==> src/rtl/dss_pkg.sv <==
package dss_pkg;

    typedef enum logic [2:0] {
        ST_IDLE     = 3'd0,
        ST_ROW      = 3'd1,
        ST_CAS_ON   = 3'd2,
        ST_CAS_OFF  = 3'd3,
        ST_REF_LEAD = 3'd4,
        ST_REF_HOLD = 3'd5,
        ST_DONE     = 3'd6
    } dss_state_e;

endpackage

==> src/rtl/dss_field_decode.sv <==
module dss_field_decode #(
    parameter int CODE_W = 3,
    parameter int LEN_W  = CODE_W + 1
) (
    input  logic [CODE_W-1:0] code_i,
    output logic [LEN_W-1:0]  len_o
);
    localparam logic [LEN_W-1:0] MAX_LEN = LEN_W'(1) << CODE_W;

    always_comb begin
        if (code_i == '0) begin
            len_o = MAX_LEN;
        end else begin
            len_o = LEN_W'(code_i);
        end
    end
endmodule

==> src/rtl/dss_rule_check.sv <==
module dss_rule_check #(
    parameter int CAS_W   = 3,
    parameter int LEN_W   = CAS_W + 1,
    parameter int ECC_SUM = 4
) (
    input  logic [CAS_W-1:0] pre_code_i,
    input  logic [LEN_W-1:0] page_len_i,
    input  logic [LEN_W-1:0] pre_len_i,
    input  logic             ecc_en_i,
    output logic             err_o
);
    localparam int SUM_W = LEN_W + 1;

    logic             pre_bad;
    logic [SUM_W-1:0] sum;

    always_comb begin
        pre_bad = !((pre_code_i == CAS_W'(1)) || (pre_code_i == CAS_W'(2)));
        sum     = SUM_W'(page_len_i) + SUM_W'(pre_len_i);
        err_o   = pre_bad || (ecc_en_i && (sum != SUM_W'(ECC_SUM)));
    end
endmodule

==> src/rtl/dss_phase_timer.sv <==
module dss_phase_timer #(
    parameter int CNT_W = 5
) (
    input  logic             clk,
    input  logic             rst_n,
    input  logic             load_i,
    input  logic [CNT_W-1:0] val_i,
    output logic             last_o
);
    logic [CNT_W-1:0] cnt_d, cnt_q;

    always_comb begin
        cnt_d = cnt_q;
        if (load_i) begin
            cnt_d = val_i;
        end else if (cnt_q != '0) begin
            cnt_d = cnt_q - CNT_W'(1);
        end
    end

    always_ff @(posedge clk or negedge rst_n) begin
        if (!rst_n) begin
            cnt_q <= '0;
        end else begin
            cnt_q <= cnt_d;
        end
    end

    assign last_o = (cnt_q == CNT_W'(1));

    assert_len_nonzero_R2: assert property (@(posedge clk) disable iff (!rst_n)
        load_i |-> (val_i != '0));

    assert_last_then_idle_R7: assert property (@(posedge clk) disable iff (!rst_n)
        (last_o && !load_i) |=> !last_o);
endmodule

==> src/rtl/dram_strobe_seq.sv <==
module dram_strobe_seq
    import dss_pkg::*;
#(
    parameter int RAS_W   = 4,
    parameter int CAS_W   = 3,
    parameter int BEAT_W  = 2,
    parameter int ECC_SUM = 4
) (
    input  logic              clk,
    input  logic              rst_n,
    input  logic              start_i,
    input  logic              refresh_i,
    input  logic [BEAT_W-1:0] beats_i,
    input  logic [RAS_W-1:0]  ras_code_i,
    input  logic [CAS_W-1:0]  cas_first_i,
    input  logic [CAS_W-1:0]  cas_page_i,
    input  logic [CAS_W-1:0]  cas_pre_i,
    input  logic              ecc_en_i,
    output logic              ras_n_o,
    output logic              cas_n_o,
    output logic              dstb_o,
    output logic              done_o,
    output logic              cfg_err_o
);
    localparam int RLEN_W = RAS_W + 1;
    localparam int CLEN_W = CAS_W + 1;
    localparam int CNT_W  = (RLEN_W > CLEN_W) ? RLEN_W : CLEN_W;

    typedef struct packed {
        dss_state_e        st;
        logic [CNT_W-1:0]  l1;
        logic [CNT_W-1:0]  lp;
        logic [CNT_W-1:0]  pre;
        logic [CNT_W-1:0]  ras;
        logic [BEAT_W-1:0] left;
    } ctx_t;

    ctx_t ctx_d, ctx_q;

    logic [RLEN_W-1:0] ras_len;
    logic [CLEN_W-1:0] first_len, page_len, pre_len;
    logic              tmr_load;
    logic [CNT_W-1:0]  tmr_val;
    logic              tmr_last;

    dss_field_decode #(.CODE_W(RAS_W), .LEN_W(RLEN_W)) u_dec_ras (
        .code_i(ras_code_i), .len_o(ras_len));
    dss_field_decode #(.CODE_W(CAS_W), .LEN_W(CLEN_W)) u_dec_first (
        .code_i(cas_first_i), .len_o(first_len));
    dss_field_decode #(.CODE_W(CAS_W), .LEN_W(CLEN_W)) u_dec_page (
        .code_i(cas_page_i), .len_o(page_len));
    dss_field_decode #(.CODE_W(CAS_W), .LEN_W(CLEN_W)) u_dec_pre (
        .code_i(cas_pre_i), .len_o(pre_len));

    dss_rule_check #(.CAS_W(CAS_W), .LEN_W(CLEN_W), .ECC_SUM(ECC_SUM)) u_rules (
        .pre_code_i (cas_pre_i),
        .page_len_i (page_len),
        .pre_len_i  (pre_len),
        .ecc_en_i   (ecc_en_i),
        .err_o      (cfg_err_o)
    );

    dss_phase_timer #(.CNT_W(CNT_W)) u_timer (
        .clk    (clk),
        .rst_n  (rst_n),
        .load_i (tmr_load),
        .val_i  (tmr_val),
        .last_o (tmr_last)
    );

    always_comb begin
        ctx_d    = ctx_q;
        tmr_load = 1'b0;
        tmr_val  = '0;
        unique case (ctx_q.st)
            ST_IDLE: begin
                if (start_i && !cfg_err_o) begin
                    ctx_d.l1   = CNT_W'(first_len);
                    ctx_d.lp   = CNT_W'(page_len);
                    ctx_d.pre  = CNT_W'(pre_len);
                    ctx_d.ras  = CNT_W'(ras_len);
                    ctx_d.left = beats_i;
                    ctx_d.st   = refresh_i ? ST_REF_LEAD : ST_ROW;
                end
            end
            ST_ROW: begin
                ctx_d.st = ST_CAS_ON;
                tmr_load = 1'b1;
                tmr_val  = ctx_q.l1;
            end
            ST_CAS_ON: begin
                if (tmr_last) begin
                    if (ctx_q.left != '0) begin
                        ctx_d.st = ST_CAS_OFF;
                        tmr_load = 1'b1;
                        tmr_val  = ctx_q.pre;
                    end else begin
                        ctx_d.st = ST_DONE;
                    end
                end
            end
            ST_CAS_OFF: begin
                if (tmr_last) begin
                    ctx_d.st   = ST_CAS_ON;
                    ctx_d.left = ctx_q.left - BEAT_W'(1);
                    tmr_load   = 1'b1;
                    tmr_val    = ctx_q.lp;
                end
            end
            ST_REF_LEAD: begin
                ctx_d.st = ST_REF_HOLD;
                tmr_load = 1'b1;
                tmr_val  = ctx_q.ras;
            end
            ST_REF_HOLD: begin
                if (tmr_last) begin
                    ctx_d.st = ST_DONE;
                end
            end
            ST_DONE: begin
                ctx_d.st = ST_IDLE;
            end
            default: begin
                ctx_d.st = ST_IDLE;
            end
        endcase
    end

    always_ff @(posedge clk or negedge rst_n) begin
        if (!rst_n) begin
            ctx_q <= '0;
        end else begin
            ctx_q <= ctx_d;
        end
    end

    always_comb begin
        ras_n_o = !((ctx_q.st == ST_ROW) || (ctx_q.st == ST_CAS_ON) ||
                    (ctx_q.st == ST_CAS_OFF) || (ctx_q.st == ST_REF_HOLD));
        cas_n_o = !((ctx_q.st == ST_CAS_ON) || (ctx_q.st == ST_REF_LEAD) ||
                    (ctx_q.st == ST_REF_HOLD));
        dstb_o  = (ctx_q.st == ST_CAS_ON) && tmr_last;
        done_o  = (ctx_q.st == ST_DONE);
    end

    // Data strobe only inside an access column assertion
    assert_dstb_in_cas_R6: assert property (@(posedge clk) disable iff (!rst_n)
        dstb_o |-> (!cas_n_o && !ras_n_o));

    assert_done_released_R7: assert property (@(posedge clk) disable iff (!rst_n)
        done_o |-> (ras_n_o && cas_n_o && !dstb_o));

    assert_done_pulse_R7: assert property (@(posedge clk) disable iff (!rst_n)
        done_o |=> !done_o);

    assert_ref_lead_R5: assert property (@(posedge clk) disable iff (!rst_n)
        (!cas_n_o && ras_n_o) |=> (!cas_n_o && !ras_n_o));

    assert_refuse_R10: assert property (@(posedge clk) disable iff (!rst_n)
        (ctx_q.st == ST_IDLE && start_i && cfg_err_o) |=> (ras_n_o && cas_n_o && !done_o));

    assert_beat_count_R4: assert property (@(posedge clk) disable iff (!rst_n)
        (ctx_q.st == ST_CAS_OFF) |-> (ctx_q.left != '0));
endmodule

==> config.mk <==
export PLATFORM = sky130hd
export DESIGN_NAME = dram_strobe_seq
export DESIGN_NICKNAME = d
export VERILOG_FILES = /design/src/rtl/dss_pkg.sv /design/src/rtl/dss_field_decode.sv /design/src/rtl/dss_rule_check.sv /design/src/rtl/dss_phase_timer.sv /design/src/rtl/dram_strobe_seq.sv
export SDC_FILE = /design/constraint.sdc
export NUM_CORES = 1
export LEC_CHECK = 0
export CAP_MARGIN = 30
export CORE_ASPECT_RATIO = 0.6
export CORE_UTILIZATION = 64
export CTS_CLUSTER_SIZE = 25
export DETAILED_ROUTE_END_ITERATION = 6
export DONT_BUFFER_PORTS = 1
export GPL_ROUTABILITY_DRIVEN = 0
export PLACE_DENSITY = 0.91
export SYNTH_ARGS = -nofsm -noshare
export SYNTH_HDL_FRONTEND = slang
export SYNTH_HIERARCHICAL = 1
export SYNTH_SLANG_ARGS = --single-unit
==> constraint.sdc <==
create_clock -name clk -period 5.7 [get_ports clk]
set_clock_uncertainty 0.15 [all_clocks]
set_input_delay 0.855 -clock clk [delete_from_list [all_inputs] [get_ports clk]]
set_output_delay 0.855 -clock clk [all_outputs]
set_load 0.03 [all_outputs]
==> results of run 1 <==
## layout make-up
cell class                      instances  area share
Multi-Input combinational cell        110      0.5283
Sequential cell                        27      0.3968
Clock buffer                            3     0.02425
Tap cell                               32     0.02351
Inverter                                9     0.01984
Timing Repair Buffer                    1    0.004409
Clock inverter                          1    0.002939
## per-layer routing
layer | wire (microns) | share of wire | global-route usage
met4 | 7 | 0.0023 | 0.02917
met1 | 1396 | 0.46 | 0.3641
met2 | 1455 | 0.48 | 0.3863
met5 | 0 | 0 | 0
met3 | 204 | 0.067 | 0.07143
## cells by family after synthesis
| group | Yosys count | synth area share |
|---|---|---|
| fa+ha+maj | 8 | 0.06319 |
| compound gates | 39 | 0.1572 |
| flops | 27 | 0.3968 |
| xor+xnor | 4 | 0.02057 |
| mux | 20 | 0.1315 |
| simple gates | 39 | 0.1558 |
| buf+inv | 29 | 0.07494 |
## stage by stage
stage / setup WS (ns) / util / total power (uW) / area [sq um]
floorplan: 1.990 / - / 210.6 / 1703
global placement: 1.710 / 0.6613 / 208.5 / 1657
detailed placement: 1.613 / 0.6613 / 209.2 / 1657
CTS: 1.885 / 0.6798 / 314.5 / 1703
global route: 1.728 / 0.6798 / 324.0 / 1703
finish: 1.877 / 0.6798 / 310.6 / 1703
## worst max-delay path by stage
| stage | slack (ns) | cells after the start | startpoint | to |
|---|---|---|---|---|
| floorplan | 1.99 | 10 | cas_page_i[0] | ctx_q[0]$_DFFE_PN0P_ |
| global placement | 1.71 | 9 | cas_page_i[0] | ctx_q[0]$_DFFE_PN0P_ |
| detailed placement | 1.61 | 9 | cas_page_i[0] | ctx_q[0]$_DFFE_PN0P_ |
| CTS | 1.88 | 9 | cas_page_i[0] | ctx_q[0]$_DFFE_PN0P_ |
| global route | 1.73 | 9 | cas_page_i[0] | ctx_q[0]$_DFFE_PN0P_ |
| finish | 1.88 | 9 | cas_page_i[0] | ctx_q[0]$_DFFE_PN0P_ |
## worst max-delay path, delay by kind of cell
family | cells | cell delay [ns]
AOI/OAI and AO/OA | 3 | 0.91
and+or+nand+nor | 4 | 1.44
adders and majority gates | 2 | 0.64
## registers in the layout (all words and copies together), names as in the netlist
name           count
ctx_q             22
u_timer/cnt_q      5
## cells in the final DEF, fill, tap and decap left out, types with 2 or more instances in the layout
| cell | netlist | final |
|---|---|---|
| a21o_1 | 2 | 2 |
| a21oi_1 | 4 | 4 |
| a22oi_1 | 8 | 8 |
| a31oi_1 | 2 | 2 |
| and2b_1 | 2 | 2 |
| clkbuf_8 | 0 | 3 |
| dfrtp_1 | 27 | 27 |
| ha_1 | 7 | 7 |
| inv_1 | 9 | 9 |
| mux2_2 | 19 | 19 |
| nand2_1 | 8 | 8 |
| nand2_2 | 2 | 2 |
| nand2b_1 | 3 | 3 |
| nor2_1 | 5 | 5 |
| nor2b_1 | 2 | 2 |
| nor3_1 | 2 | 2 |
| nor3_2 | 4 | 4 |
| nor4_2 | 2 | 2 |
| o21ai_0 | 7 | 7 |
| o22ai_1 | 6 | 6 |
| o31ai_1 | 3 | 3 |
| xnor2_1 | 4 | 4 |
## report_power, final
part / leakage (uW) / switching, uW / internal (uW) / total (uW)
combinational: 0.000406 / 7.32 / 6.91 / 14.2
clock: 0.0000255 / 56.0 / 48.9 / 105
sequential: 0.000362 / 0 / 191 / 191
==> summary.txt, run 1 <==
Status = finished clean
Asr flop ratio synth = 1.000
CTS tree = done
Critical Path Max Stage Delay = 0.53 ns
First-pass GRT wire length = 5230 microns
Reg2reg start = u_timer/cnt_q[1]$_DFFE_PN0P_
R2R cell count = 6
Diode count = 0
Worst-Skew Late Latency = 0.27 ns
CP cell instances = ha_1 -> fa_1 -> or4_1 -> nor4_2 -> a31oi_1 -> nor2b_1 -> nand2_2 -> a2111o_1 -> o31ai_1
CP Capture Type = flip-flop
Avg Cell Area, Syn = 10.26 sq um
Number of global-route vias before repair = 1,146
Final wirelength = 3063 microns
WL/cell = 16.74 microns
CTS-repair resized insts = 0
Warnings from Yosys = 6
Flops & latches, synth = 27
Final setup TNS = 0 ns
VDD IR max = 146.8 uV
Die width = 68.59 microns
Clock sink count = 27
Top cells by count, synth = dfrtp_1 (27), mux2_2 (19), clkbuf_1 (13)
Worst Max-Slew Pin Slew = 0.9809 ns
Initial antenna violation count = 0
Clk slew on worst S/H paths = 0.09 ns
Longest Clk Path Bufs = 2
Hold Vio Cnt, Final = 0
Tmin final = 3.823 ns
Post-synthesis cell count = 166
DR vias = 1,163
Max Fclk = 0.2616 GHz
Initial Util = 0.6798
Synth top area share = 0.3968
Critical path type = in2reg
Reg2reg setup slack = 2.57 ns
LEAKAGE = 0.0007929 uW
DRC violations left = 0
Most frequent cell after synthesis = dfrtp_1
Register area share after synthesis = 0.3968
Inst Count DP = 179
Number of enable flip-flop cells after synthesis = 0
CTS buffer count = 3
Hpwl dp = 2334 microns
Finished Layout Cells = 183
Synth area leader = dfrtp_1
Filler Cell Count = 192
1st-pass router iterations = 4
Netlist cell types = 43
Area of the multi-input gates = 899.6 sq um
# rows = 14
Die area = 2878 sq um
Post-Syn Area = 1703 sq um
FF/Latch Area = 675.6 sq um
P&R area growth vs syn = -0.0001762%
Port Buffers = 0
Postcts setup bufs = 0
WP data arrival = 3.84 ns
Final period utilization = 0.6707
Clk root buf = clkbuf_8
H-tree Lvls = 1
Via density = 6.355
HP Class = in2async
Most used DFF post-synth = dfrtp_1
Slew Viols, Final = 0
Layout cells sized above 1 = 0.2252
Critical-path top delay cell = or4_1
Final setup fails = 0
Starting DRT DRC Count = 58
Critical Path RT = 5.72 ns
Hold slack final = 0.1206 ns
Cts hold-fix bufs = 0
Final #Nets = 180
Slew margin rel. = 0.3440
RSZ-0062 raised after global routing = no
Die Y = 41.96 microns
Max Cap Violations = 0
Largest cells by area after synthesis = dfrtp_1 (40%), mux2_2 (13%), ha_1 (5.1%)
Pwr Density = 182.4 nW/um^2
Worst r2r dst = u_timer/cnt_q[1]$_DFFE_PN0P_
CP Launch Type = input pin
Core Area = 2505 sq um
Worst-path maximum fanout = 22
DRT antenna net count = 0
Largest net degree at the start of global routing = 28
I/O pins = 25
Remaining global-route overflow = 0
GRT Overall Usage = 0.2515
Post-synth net total = 194
Note: power is estimated with default switching activity, not from simulation.
==> inputs of run 2 (changes only) <==
Settings changed: CORE_UTILIZATION 64 to 56, PLACE_DENSITY 0.91 to 0.85.
Clock period 5.7 ns to 3.5 ns, I/O delays scaled along.
==> summary.txt, run 2 (synthesis results as in run 1) <==
Via density = 6.015 (was 6.355)
Initial antenna violation count = 0 (unchanged)
Status = finished clean (unchanged)
Starting DRT DRC Count = 98 (was 58)
Die area = 3273 sq um (was 2878 sq um)
Max Cap Violations = 0 (unchanged)
1st-pass router iterations = 4 (unchanged)
# rows = 15 (was 14)
Top Layer Used = met4 (unchanged)
DP Area = 1699 sq um (was 1657 sq um)
Hpwl dp = 2608 microns (was 2334 microns)
Sw Pwr = 105.9 uW (was 63.35 uW)
CTS tree = done (unchanged)
Slew Viols, Final = 0 (unchanged)
Final #Nets = 186 (was 180)
I/O pins = 25 (unchanged)
Worst Hold End = ctx_q[3]$_DFFE_PN0P_
DR vias = 1,197 (was 1,163)
Postcts setup bufs = 0 (unchanged)
GRT Overall Usage = 0.2383 (was 0.2515)
Worst-path maximum fanout = 15 (was 22)
CP Launch Type = input pin (unchanged)
Final period utilization = 0.8507
Slew margin rel. = 0.3778 (was 0.3440)
LEAKAGE = 0.0008231 uW (was 0.0007929 uW)
Worst-Skew Late Latency = 0.26 ns (was 0.27 ns)
CTS-repair resized insts = 0 (unchanged)
Reg2reg setup slack = 1.15 ns (was 2.57 ns)
Wl on met1 = 1623 microns (was 1396 microns)
CP Capture Type = flip-flop (unchanged)
Worst Max-Slew Pin Slew = 0.9312 ns (was 0.9809 ns)
Design Power = 514.3 uW (was 310.6 uW)
Final wirelength = 3380 microns (was 3063 microns)
Clock sink count = 27 (unchanged)
Dpl ws = 0.2739 ns (was 1.613 ns)
Pwr Density = 289.9 nW/um^2 (was 182.4 nW/um^2)
Worst hold stages = 1
H-tree Lvls = 1 (unchanged)
VDD IR max = 226.6 uV (was 146.8 uV)
Max Fclk = 0.3358 GHz
P&R area growth vs syn = 4.188% (was -0.0001762%)
Filler Cell Count = 244 (was 192)
Reg2reg start = u_timer/cnt_q[1]$_DFFE_PN0P_ (unchanged)
Die width = 73.19 microns (was 68.59 microns)
Hold wc startpoint = ras_code_i[1]
Sw frac = 0.2059 (was 0.2040)
Routed wl met2 = 1496 microns (was 1455 microns)
Int Power = 408.4 uW (was 247.2 uW)
Worst r2r dst = u_timer/cnt_q[1]$_DFFE_PN0P_ (unchanged)
Final setup fails = 0 (unchanged)
Die Y = 44.72 microns (was 41.96 microns)
CTS buffer count = 3 (unchanged)
Clk slew on worst S/H paths = 0.08 ns (was 0.09 ns)
Largest register by flop count = ctx_q (unchanged)
Max reg flops = 22 (unchanged)
R2R cell count = 8 (was 6)
Fin area = 1774 sq um (was 1703 sq um)
Cts hold-fix bufs = 2 (was 0)
Port Buffers = 0 (unchanged)
Comb power frac = 0.067 (was 0.046)
DRT antenna net count = 0 (unchanged)
Wire length on met3 = 248 microns (was 204 microns)
Sequential power share = 0.606 (was 0.616)
Critical Path RT = 3.50 ns (was 5.72 ns)
Layout cells sized above 1 = 0.2420 (was 0.2252)
Clk pwr share = 0.328 (was 0.338)
Initial Util = 0.5930 (was 0.6798)
Remaining global-route overflow = 0 (unchanged)
Longest Clk Path Bufs = 2 (unchanged)
Core Area = 2872 sq um (was 2505 sq um)
Final worst-path setup slack = 0.5225 ns (was 1.877 ns)
Tmin final = 2.978 ns
Number of global-route vias before repair = 1,185 (was 1,146)
Most frequent cells in the layout = dfrtp_1 (27), mux2_2 (19), inv_1 (9) (unchanged)
Largest regs = ctx_q: 22 flops, u_timer/cnt_q: 5 flops (unchanged)
Diode count = 0 (unchanged)
First-pass GRT wire length = 5740 microns (was 5230 microns)
Critical path type = in2reg (unchanged)
Hold Vio Cnt, Final = 0 (unchanged)
Most common cell after layout, fill and taps aside = dfrtp_1 (unchanged)
Largest net degree at the start of global routing = 28 (unchanged)
DRC violations left = 0 (unchanged)
Clk root buf = clkbuf_8 (unchanged)
WP data arrival = 2.98 ns (was 3.84 ns)
Final setup TNS = 0 ns (unchanged)
HP Class = in2reg (was in2async)
WL/cell = 16.98 microns (was 16.74 microns)
RSZ-0062 raised after global routing = no (unchanged)
## run 2: worst max-delay path by stage
stage / startpoint / endpoint / slack, ns / cells past startpoint
3_5_place_dp: cas_page_i[0] / ctx_q[2]$_DFFE_PN0P_ / 0.27 / 9
5_1_grt: cas_page_i[0] / ctx_q[2]$_DFFE_PN0P_ / 0.41 / 9
3_3_place_gp: cas_page_i[0] / ctx_q[6]$_DFFE_PN0P_ / 0.35 / 9
6_report: cas_page_i[0] / ctx_q[2]$_DFFE_PN0P_ / 0.52 / 9
2_1_floorplan: cas_page_i[0] / ctx_q[0]$_DFFE_PN0P_ / 0.12 / 10
4_1_cts: cas_page_i[0] / ctx_q[2]$_DFFE_PN0P_ / 0.55 / 9
## run 2: per-layer routing
| layer | vias up | GRT usage |
|---|---|---|
| li1 | 577 | - |
| met1 | 582 | 0.3450 |
| met2 | 36 | 0.3593 |
| met3 | 2 | 0.08036 |
| met4 | 0 | 0.03137 |
| met5 | - | 0 |
## run 2: layout make-up
cell class / instances / area, sq um / area share
timing repair buffer: 7 / 67.56 / 0.03808
tap: 42 / 52.55 / 0.02962
sequential: 27 / 675.6 / 0.3808
multi-input combinational: 110 / 899.6 / 0.5071
inverter: 9 / 33.78 / 0.01904
clock buffer: 4 / 45.04 / 0.02539
## run 2: critical path: stages
cell and delay, ns:
ha_1 0.20, fa_1 0.42, or4_1 0.53, nor4_2 0.24
a31oi_1 0.14, nor2b_1 0.23, nand2_2 0.16, buf_4 0.24
mux2_2 0.29
## run 2: through the flow
step | util | hold slack [ns] | cells
6_report | 0.6179 | 0.2559 | 199
5_1_grt | 0.6179 | 0.2382 | 199
4_1_cts | 0.6179 | 0.2533 | 199
3_5_place_dp | 0.5917 | 0.07973 | 193
3_3_place_gp | 0.5917 | 0.07986 | 193
2_1_floorplan | - | 0.07941 | 166
## run 2: power groups by stage
stage	registers [uW]	logic (uW)	clock network (uW)
6_report	312	34.3	168
5_1_grt	312	38.9	186
4_1_cts	312	34.3	171
3_5_place_dp	318	24.5	0
3_3_place_gp	318	22.7	0
2_1_floorplan	318	25.1	0
==> inputs of run 3 (changes only) <==
Settings changed: CORE_UTILIZATION 56 to 40, PLACE_DENSITY 0.85 to 0.67.
==> summary.txt, run 3 (synthesis results as in run 1) <==
RSZ-0062 raised after global routing = no (unchanged)
Tmin final = 3.121 ns (was 2.978 ns)
Inst Count DP = 209 (was 193)
Max Cap Violations = 0 (unchanged)
Die Y = 52.54 microns (was 44.72 microns)
Clk root buf = clkbuf_8 (unchanged)
Port Buffers = 0 (unchanged)
Critical-path top delay cell = or4_1 (unchanged)
Initial Util = 0.4399 (was 0.5930)
CTS buffer count = 3 (unchanged)
H-tree Lvls = 1 (unchanged)
LEAKAGE = 0.0008276 uW (was 0.0008231 uW)
Worst path bufs/invs = 1 (unchanged)
DRC violations left = 0 (unchanged)
Initial antenna violation count = 0 (unchanged)
GRT Overall Usage = 0.1682 (was 0.2383)
Status = finished clean (unchanged)
Reg2reg setup slack = 1.14 ns (was 1.15 ns)
Core Area = 3871 sq um (was 2872 sq um)
Worst Max-Slew Pin Slew = 0.6149 ns (was 0.9312 ns)
Hpwl dp = 2705 microns (was 2608 microns)
Die width = 86.24 microns (was 73.19 microns)
Largest net degree at the start of global routing = 28 (unchanged)
Final #Nets = 187 (was 186)
Via density = 5.647 (was 6.015)
Max reg flops = 22 (unchanged)
Longest Clk Path Bufs = 2 (unchanged)
CTS tree = done (unchanged)
Slew margin rel. = 0.5901 (was 0.3778)
I/O pins = 25 (unchanged)
CTS-repair resized insts = 0 (unchanged)
Final setup fails = 0 (unchanged)
CP Launch Type = input pin (unchanged)
Die area = 4531 sq um (was 3273 sq um)
Most common cell after layout, fill and taps aside = dfrtp_1 (unchanged)
Final wirelength = 3503 microns (was 3380 microns)
Hold Vio Cnt, Final = 0 (unchanged)
Comb power frac = 0.066 (was 0.067)
Critical Path Max Stage Delay = 0.55 ns (was 0.53 ns)
Most frequent cells in the layout = dfrtp_1 (27), mux2_2 (19), inv_1 (9) (unchanged)
Max Fclk = 0.3204 GHz (was 0.3358 GHz)
Largest regs = ctx_q: 22 flops, u_timer/cnt_q: 5 flops (unchanged)
Largest register by flop count = ctx_q (unchanged)
Design Power = 527.7 uW (was 514.3 uW)
Clk pwr share = 0.343 (was 0.328)
HP Class = in2reg (unchanged)
DR vias = 1,214 (was 1,197)
Final period utilization = 0.8916 (was 0.8507)
Clk slew on worst S/H paths = 0.09 ns (was 0.08 ns)
Layout cells sized above 1 = 0.2532 (was 0.2420)
WP data arrival = 3.19 ns (was 2.98 ns)
P&R area growth vs syn = 5.951% (was 4.188%)
Sw Pwr = 119.6 uW (was 105.9 uW)
Filler Cell Count = 377 (was 244)
Worst-path maximum fanout = 13 (was 15)
Worst-Skew Late Latency = 0.28 ns (was 0.26 ns)
Sequential power share = 0.591 (was 0.606)
Int Power = 408.1 uW (was 408.4 uW)
FF/Latch Area = 675.6 sq um (unchanged)
First-pass GRT wire length = 5747 microns (was 5740 microns)
Slew Viols, Final = 0 (unchanged)
Critical Path RT = 3.57 ns (was 3.50 ns)
Number of global-route vias before repair = 1,201 (was 1,185)
CP cell instances = ha_1 -> fa_1 -> or4_1 -> nor4_2 -> a31oi_1 -> nor2b_1 -> nand2_2 -> buf_4 -> o22ai_1 -> a41o_1 (was ha_1 -> fa_1 -> or4_1 -> nor4_2 -> a31oi_1 -> nor2b_1 -> nand2_2 -> buf_4 -> mux2_2)
1st-pass router iterations = 4 (unchanged)
Critical path type = in2reg (unchanged)
Diode count = 0 (unchanged)
Sw frac = 0.2266 (was 0.2059)
Finished Layout Cells = 215 (was 199)
Area of the multi-input gates = 899.6 sq um (unchanged)
VDD IR max = 170.8 uV (was 226.6 uV)
CP Capture Type = flip-flop (unchanged)
# rows = 17 (was 15)
Clock sink count = 27 (unchanged)
DRT antenna net count = 0 (unchanged)
Remaining global-route overflow = 0 (unchanged)
WL/cell = 16.29 microns (was 16.98 microns)
Pwr Density = 292.5 nW/um^2 (was 289.9 nW/um^2)
CP top delay family = simple AND/OR/NAND/NOR gates (unchanged)
Final setup TNS = 0 ns (unchanged)
Starting DRT DRC Count = 73 (was 98)
-- run 3: changes by cell type in the layout (fill, tap and decap cells not counted), sizes merged --
| cell | before | now |
|---|---|---|
| buf | 6 | 7 |
| clkbuf | 4 | 3 |
| clkinvlp | 0 | 1 |
-- run 3: worst reg2reg max path: cells and delay by family (launching register included) --
kind | cells | cell delay (ns)
buf+inv | 3 | 0.52
fa+ha+maj | 1 | 0.15
simple gates | 1 | 0.34
compound gates | 2 | 0.37
flops | 1 | 0.40
mux | 1 | 0.33
-- run 3: layout make-up --
class,instances,area share
Clock buffer,3,0.02288
Clock inverter,1,0.004161
Inverter,9,0.01872
Multi-Input combinational cell,110,0.4986
Sequential cell,27,0.3745
Tap cell,57,0.03953
Timing Repair Buffer,8,0.04161
-- run 3: power groups by stage --
stage | Clock, uW | Combinational, uW | Sequential (uW)
3_5_place_dp | 0 | 24.5 | 318
3_3_place_gp | 0 | 22.7 | 318
4_1_cts | 185 | 34.5 | 312
6_report | 181 | 34.9 | 312
2_1_floorplan | 0 | 25.1 | 318
5_1_grt | 200 | 38.0 | 312
-- run 3: path summary, 6_finish.rpt --
path                                                   start  depth (start not counted)                           end
min in group asynchronous                              rst_n                          2         ctx_q[24]$_DFFE_PN0P_
worst min register to register          ctx_q[5]$_DFFE_PN0P_                          1          ctx_q[5]$_DFFE_PN0P_
worst max-delay path                           cas_page_i[0]                         10         ctx_q[22]$_DFFE_PN0P_
worst min-delay path                           ras_code_i[3]                          1          ctx_q[5]$_DFFE_PN0P_
worst max register to register  u_timer/cnt_q[1]$_DFFE_PN0P_                          8  u_timer/cnt_q[1]$_DFFE_PN0P_
max in group asynchronous                              rst_n                          2  u_timer/cnt_q[2]$_DFFE_PN0P_
-- run 3: repair_timing --
item,in CTS,in global routing
endpoints found under the hold margin,27,0
hold buffers,2,0
setup buffers,0,0
-- run 3: stage by stage --
step / worst slack, ns / cell area [sq um] / utilization / hold slack (ns)
CTS: 0.4318 / 1804 / 0.4661 / 0.2374
global route: 0.2874 / 1804 / 0.4661 / 0.2291
global placement: 0.2703 / 1725 / 0.4457 / 0.08031
floorplan: 0.1197 / 1703 / - / 0.07941
detailed placement: 0.1624 / 1725 / 0.4457 / 0.07997
finish: 0.3793 / 1804 / 0.4661 / 0.2371
-- run 3: layer usage --
layer / vias to the layer above / wire, microns / GRT usage
met5: - / 0 / 0
met4: 0 / 44 / 0.03611
met3: 8 / 202 / 0.04724
met2: 37 / 1585 / 0.2751
met1: 596 / 1670 / 0.2237
li1: 573 / - / -
